[config.mk]
export PLATFORM = sky130hd
export DESIGN_NAME = ra_ctrl
export DESIGN_NICKNAME = d
export VERILOG_FILES = /design/src/rtl/ra_pkg.sv /design/src/rtl/ra_regfile.sv /design/src/rtl/ra_exec.sv /design/src/rtl/ra_ctrl.sv
export SDC_FILE = /design/constraint.sdc
export NUM_CORES = 1
export LEC_CHECK = 0
export BUFFER_PORTS_ARGS = -buffer_cell sky130_fd_sc_hd__buf_4
export CORE_UTILIZATION = 50
export CTS_BUF_LIST = sky130_fd_sc_hd__clkbuf_2 sky130_fd_sc_hd__clkbuf_4 sky130_fd_sc_hd__clkbuf_8
export CTS_CLUSTER_SIZE = 14
export DETAILED_ROUTE_END_ITERATION = 10
export GPL_ROUTABILITY_DRIVEN = 0
export MAX_ROUTING_LAYER = met4
export PLACE_DENSITY = 0.69
export SLEW_MARGIN = 20
export SYNTH_ARGS = -nofsm -noshare
export SYNTH_HDL_FRONTEND = slang
export SYNTH_HIERARCHICAL = 1
export SYNTH_SLANG_ARGS = --single-unit
[constraint.sdc]
create_clock -name clk -period 11.45 [get_ports clk]
set_input_delay 1.145 -clock clk [delete_from_list [all_inputs] [get_ports clk]]
set_output_delay 1.145 -clock clk [all_outputs]
set_load 0.02 [all_outputs]
[src/rtl/ra_pkg.sv]
package ra_pkg;
    typedef enum logic [1:0] {
        OP_ALU   = 2'd0,
        OP_LOAD  = 2'd1,
        OP_STORE = 2'd2,
        OP_NOP   = 2'd3
    } op_e;
endpackage

[src/rtl/ra_regfile.sv]
module ra_regfile #(
    parameter int NREG = 8,
    parameter int DW   = 16,
    localparam int IW  = $clog2(NREG)
) (
    input  logic          clk,
    input  logic          rst_n,
    input  logic [IW-1:0] rd_a_idx,
    input  logic [IW-1:0] rd_b_idx,
    output logic [DW-1:0] rd_a_val,
    output logic          rd_a_inv,
    output logic [DW-1:0] rd_b_val,
    output logic          rd_b_inv,
    input  logic          wr_en,
    input  logic [IW-1:0] wr_idx,
    input  logic [DW-1:0] wr_val,
    input  logic          wr_inv,
    input  logic          save,
    input  logic          restore
);
    logic [DW-1:0] vals [NREG];
    logic [NREG-1:0] invs;

    for (genvar i = 0; i < NREG; i++) begin : g_reg
        logic [DW-1:0] v_q, v_d, c_q, c_d;
        logic          f_q, f_d;

        always_comb begin
            v_d = v_q;
            f_d = f_q;
            c_d = c_q;
            if (save) c_d = v_q;
            if (restore) begin
                v_d = c_q;
                f_d = 1'b0;
            end else if (wr_en && wr_idx == IW'(i)) begin
                v_d = wr_val;
                f_d = wr_inv;
            end
        end

        always_ff @(posedge clk) begin
            if (!rst_n) begin
                v_q <= '0;
                f_q <= 1'b0;
                c_q <= '0;
            end else begin
                v_q <= v_d;
                f_q <= f_d;
                c_q <= c_d;
            end
        end

        assign vals[i] = v_q;
        assign invs[i] = f_q;
    end

    assign rd_a_val = vals[rd_a_idx];
    assign rd_a_inv = invs[rd_a_idx];
    assign rd_b_val = vals[rd_b_idx];
    assign rd_b_inv = invs[rd_b_idx];
endmodule

[src/rtl/ra_exec.sv]
module ra_exec
    import ra_pkg::*;
#(
    parameter int DW = 16
) (
    input  op_e           op,
    input  logic          active,
    input  logic          miss,
    input  logic [DW-1:0] a_val,
    input  logic          a_inv,
    input  logic [DW-1:0] b_val,
    input  logic          b_inv,
    input  logic [DW-1:0] imm,
    input  logic [DW-1:0] ldata,
    output logic          wr_en,
    output logic [DW-1:0] wr_val,
    output logic          wr_inv,
    output logic          pf_req,
    output logic          st_req,
    output logic          enter,
    output logic [DW-1:0] addr
);
    always_comb begin
        wr_en  = 1'b0;
        wr_val = '0;
        wr_inv = 1'b0;
        pf_req = 1'b0;
        st_req = 1'b0;
        enter  = 1'b0;
        addr   = a_val + imm;
        unique case (op)
            OP_ALU: begin
                wr_en  = 1'b1;
                wr_val = a_val + b_val;
                wr_inv = a_inv | b_inv;
            end
            OP_LOAD: begin
                wr_en  = 1'b1;
                wr_val = ldata;
                if (active) begin
                    wr_inv = a_inv | miss;
                    pf_req = !a_inv;
                end else begin
                    wr_inv = miss;
                    enter  = miss;
                end
            end
            OP_STORE: st_req = !active;
            default: ;
        endcase
    end
endmodule

[src/rtl/ra_ctrl.sv]
module ra_ctrl
    import ra_pkg::*;
#(
    parameter int NREG = 8,
    parameter int DW   = 16,
    parameter int PCW  = 16,
    localparam int IW  = $clog2(NREG)
) (
    input  logic           clk,
    input  logic           rst_n,
    input  logic           uop_valid,
    input  logic [1:0]     uop_op,
    input  logic [PCW-1:0] uop_pc,
    input  logic [IW-1:0]  uop_src_a,
    input  logic [IW-1:0]  uop_src_b,
    input  logic [IW-1:0]  uop_dst,
    input  logic [DW-1:0]  uop_imm,
    input  logic [DW-1:0]  uop_ldata,
    input  logic           uop_miss,
    input  logic           miss_ret_valid,
    output logic           ra_active,
    output logic           resume_valid,
    output logic [PCW-1:0] resume_pc,
    output logic           wb_valid,
    output logic [IW-1:0]  wb_dst,
    output logic [DW-1:0]  wb_data,
    output logic           wb_inv,
    output logic           pf_valid,
    output logic [DW-1:0]  pf_addr,
    output logic           st_valid,
    output logic [DW-1:0]  st_addr,
    output logic [DW-1:0]  st_data
);
    typedef struct packed {
        logic           active;
        logic [PCW-1:0] miss_pc;
        logic           res_v;
        logic           wb_v;
        logic [IW-1:0]  wb_d;
        logic [DW-1:0]  wb_x;
        logic           wb_i;
        logic           pf_v;
        logic [DW-1:0]  pf_a;
        logic           st_v;
        logic [DW-1:0]  st_a;
        logic [DW-1:0]  st_x;
    } state_t;

    state_t s_q, s_d;

    logic [DW-1:0] a_val, b_val, x_val, x_addr;
    logic          a_inv, b_inv, x_inv;
    logic          x_wr, x_pf, x_st, x_enter;
    logic          leaving, go;

    assign leaving = s_q.active && miss_ret_valid;
    assign go      = uop_valid && !leaving;

    ra_regfile #(.NREG(NREG), .DW(DW)) u_rf (
        .clk      (clk),
        .rst_n    (rst_n),
        .rd_a_idx (uop_src_a),
        .rd_b_idx (uop_src_b),
        .rd_a_val (a_val),
        .rd_a_inv (a_inv),
        .rd_b_val (b_val),
        .rd_b_inv (b_inv),
        .wr_en    (go && x_wr),
        .wr_idx   (uop_dst),
        .wr_val   (x_val),
        .wr_inv   (x_inv),
        .save     (go && x_enter),
        .restore  (leaving)
    );

    ra_exec #(.DW(DW)) u_ex (
        .op     (op_e'(uop_op)),
        .active (s_q.active),
        .miss   (uop_miss),
        .a_val  (a_val),
        .a_inv  (a_inv),
        .b_val  (b_val),
        .b_inv  (b_inv),
        .imm    (uop_imm),
        .ldata  (uop_ldata),
        .wr_en  (x_wr),
        .wr_val (x_val),
        .wr_inv (x_inv),
        .pf_req (x_pf),
        .st_req (x_st),
        .enter  (x_enter),
        .addr   (x_addr)
    );

    always_comb begin
        s_d       = s_q;
        s_d.res_v = 1'b0;
        s_d.wb_v  = 1'b0;
        s_d.pf_v  = 1'b0;
        s_d.st_v  = 1'b0;
        if (leaving) begin
            s_d.active = 1'b0;
            s_d.res_v  = 1'b1;
        end else if (go) begin
            if (x_enter) begin
                s_d.active  = 1'b1;
                s_d.miss_pc = uop_pc;
            end
            if (x_wr) begin
                s_d.wb_v = 1'b1;
                s_d.wb_d = uop_dst;
                s_d.wb_x = x_val;
                s_d.wb_i = x_inv;
            end
            if (x_pf) begin
                s_d.pf_v = 1'b1;
                s_d.pf_a = x_addr;
            end
            if (x_st) begin
                s_d.st_v = 1'b1;
                s_d.st_a = x_addr;
                s_d.st_x = b_val;
            end
        end
    end

    always_ff @(posedge clk) begin
        if (!rst_n) s_q <= '0;
        else        s_q <= s_d;
    end

    assign ra_active    = s_q.active;
    assign resume_valid = s_q.res_v;
    assign resume_pc    = s_q.miss_pc;
    assign wb_valid     = s_q.wb_v;
    assign wb_dst       = s_q.wb_d;
    assign wb_data      = s_q.wb_x;
    assign wb_inv       = s_q.wb_i;
    assign pf_valid     = s_q.pf_v;
    assign pf_addr      = s_q.pf_a;
    assign st_valid     = s_q.st_v;
    assign st_addr      = s_q.st_a;
    assign st_data      = s_q.st_x;
endmodule

==> results.sh <==
export IMPL_status="completed"
export IMPL_grt_overflow_total=0
export IMPL_path_depth=13
export IMPL_clock_sinks=353
export IMPL_syn_nets=1901
export IMPL_max_stage_delay_ns=0.64
export IMPL_antenna_found_initial=1
export IMPL_h_tree_depth=2
export IMPL_finalHoldViolCount=0
export IMPL_worst_path_max_delay_cell="mux4_1"
export IMPL_crit_path_start_kind="primary input"
export IMPL_min_period_ns=4.88
export IMPL_synthesis_area_um2=18000
export IMPL_drc=0
export IMPL_synth_compound_area_share_pct=13.1
export IMPL_drt_vias_per_instance=6.10
export IMPL_layout_common_cells="dfxtp_1 (353), mux2i_1 (223), nand2_1 (176)"
export IMPL_synth_edf_count=0
export IMPL_cap_violations=0
export IMPL_wl_per_cell_um=21.2
export IMPL_ys_warn_count=6
export IMPL_die_h_um=192
export IMPL_fin_area_um2=20200
export IMPL_post_cts_buffers=0
export IMPL_synth_top_family_by_area="multiplexers"
export IMPL_tightest_slew_ns=1.09
export IMPL_drtIter0Drc=1281
export IMPL_dpl_cell_count=2274
export IMPL_hold_path_class="register to register"
export IMPL_postRouteWirelength_mm=50.3
export IMPL_power_density_nw_per_um2=133
export IMPL_clkTransAtPathRegs_ns=0.06
export IMPL_final_setup_tns_ns=0
export IMPL_cts_root_buffer="clkbuf_8"
export IMPL_peakVddDrop_mv=0.0847
export IMPL_cts_resized=0
export IMPL_pin_count=153
export IMPL_placed_cell_area_um2=19000
export IMPL_grt_max_degree=172
export IMPL_placementRows=69
export IMPL_crit_path_max_fanout=34
export IMPL_grt_pass1_wl_mm=77.3
export IMPL_core_area_um2=35500
export IMPL_syn_instance_count=1805
export IMPL_layout_commonest_cell="dfxtp_1"
export IMPL_synth_xor_area_share_pct=0.780
export IMPL_die_area_um2=36700
export IMPL_die_w_um=192
export IMPL_cts_tree="done"
export IMPL_whs_ns=0.457
export IMPL_clock_latency_ns=0.61
export IMPL_fin_util_pct=56.9
export IMPL_critical_path_class="primary input to register"
export IMPL_arrival_ns=5.35
export IMPL_drtPass1Iterations=7
export IMPL_ys_ff_latch=353
export IMPL_yosys_area_share_simple_pct=15.2
export IMPL_dpl_hpwl_mm=31.4
export IMPL_nets=1969
export IMPL_period_share_pct=42.6
export IMPL_slew_headroom_pct=26.1
export IMPL_leakagePower_nw=7.82
export IMPL_yosysUniqueCellTypes=68
export IMPL_path_cells="buf_4, mux4_1, mux2_2, ha_1, inv_1, fa_1, nor2b_4, o31a_1, o31ai_1, o21ai_0, a221o_1, nor2_1, a211oi_1"
export IMPL_synthAdderAreaFrac_pct=2.31
export IMPL_clock_skew_final_ns=0.0270
export IMPL_ys_seq_area_share_pct=39.3
export IMPL_crit_buf_inv=2
export IMPL_ys_flop_type="dfxtp_1"
export IMPL_synth_async_reset_ratio_pct=0
export IMPL_cts_path_max_buffers=3
export IMPL_muxShareOfSynthArea_pct=24.3
export IMPL_final_cell_count_no_fill=2377
export IMPL_rr_worst_depth=12
export IMPL_syn_avg_cell_area_um2=9.95
export IMPL_setup_viol=0
export IMPL_hold_buffers=0
export IMPL_rsz0062_at_grt="false"
export IMPL_cp_end_kind="register"
export IMPL_whs_path_depth=2
export IMPL_port_buffers=152
export IMPL_fmax_ghz=0.205
export IMPL_area_delta_synth_final_pct=12.5
export IMPL_grt_usage_pct=27.8
export IMPL_initial_utilization_pct=50.6
export IMPL_num_vias=14500
export IMPL_cts_buffers_inserted=57
export IMPL_drtAntennaViolNets=0
export IMPL_grt_pass1_vias=13700
export IMPL_required_ns=11.92
export IMPL_drive_gt1_share_pct=17.3
export IMPL_final_max_slew_viol_count=0
export IMPL_crit_family="compound AO/OA/AOI/OAI gates"
-- sequential cells by signal, indices dropped and copies added, names as in the netlist --
| register | flops |
|---|---|
| u_rf/g.c_q | 128 |
| u_rf/g.v_q | 128 |
| pf_addr | 16 |
| resume_pc | 16 |
| st_addr | 16 |
| st_data | 16 |
| wb_data | 16 |
| u_rf/g.f_q | 8 |
| wb_dst | 3 |
| pf_valid | 1 |
| ra_active | 1 |
| resume_valid | 1 |
| st_valid | 1 |
| wb_inv | 1 |
| wb_valid | 1 |
-- tightest hold or removal path, cell delays in order (launching register included) --
cell and delay, ns:
dfxtp_1 0.31, nand2_1 0.05, mux2i_1 0.05
-- routing by layer --
layer	up-vias	wire [µm]	global-route usage, %
met1	7060	22300	36.8
met2	556	22700	42.4
met3	97	3730	5.25
met4	0	1490	9.46
met5	-	0	-
li1	6784	-	-
-- cell usage after synthesis (29+ instances only) --
library cell	instances	area (µm²)
dfxtp_1	353	7070
mux2i_1	223	2230
nand2_1	176	661
o21ai_0	148	741
nor3_1	138	691
a211oi_1	137	1030
nor2b_1	134	838
clkbuf_1	73	274
mux4_1	58	1520
buf_2	55	275
nor2_1	47	176
mux2_2	34	383
ha_1	30	375
a21oi_1	29	145
-- cell families (layout without fill, tap and decap cells) --
kind of cell / count (synthesis) / count (layout)
fa+ha+maj: 32 / 32
buf+inv: 170 / 280
compound gates: 366 / 366
other cells: 0 / 1
mux: 325 / 325
xor+xnor: 16 / 16
simple gates: 543 / 543
flops: 353 / 353
-- cell type report --
cell class,instances,area [µm²]
clock buffer,95,1150
inverter,11,43.8
clock inverter,6,35.0
antenna,1,2.50
multi-input combinational,1282,10000
fill,3076,15300
tap,461,577
sequential,353,7070
timing repair buffer,168,1290
-- final timing paths --
path	slack [ns]	end	start
setup reg to reg	7.43	u_rf/g_reg[6].v_q[12]	u_rf/g_reg[2].v_q[0]
hold reg to reg	0.46	st_addr[10]	st_addr[10]
hold / removal	0.46	st_addr[10]	st_addr[10]
setup / recovery	6.57	u_rf/g_reg[6].v_q[12]	uop_src_a[2]
-- stage by stage --
step,setup WS (ns),total power [mW]
CTS,6.63,2.71
global placement,6.17,1.58
floorplan,7.00,1.50
finish,6.57,2.70
detailed placement,5.99,1.59
global route,6.42,2.79
-- power breakdown --
group / switching, mW / internal, mW
combinational: 0.171 / 0.122
clock: 0.500 / 0.629
sequential: 0.0214 / 1.25
total: 0.692 / 2.00
Note: power is estimated with default switching activity, not from simulation.
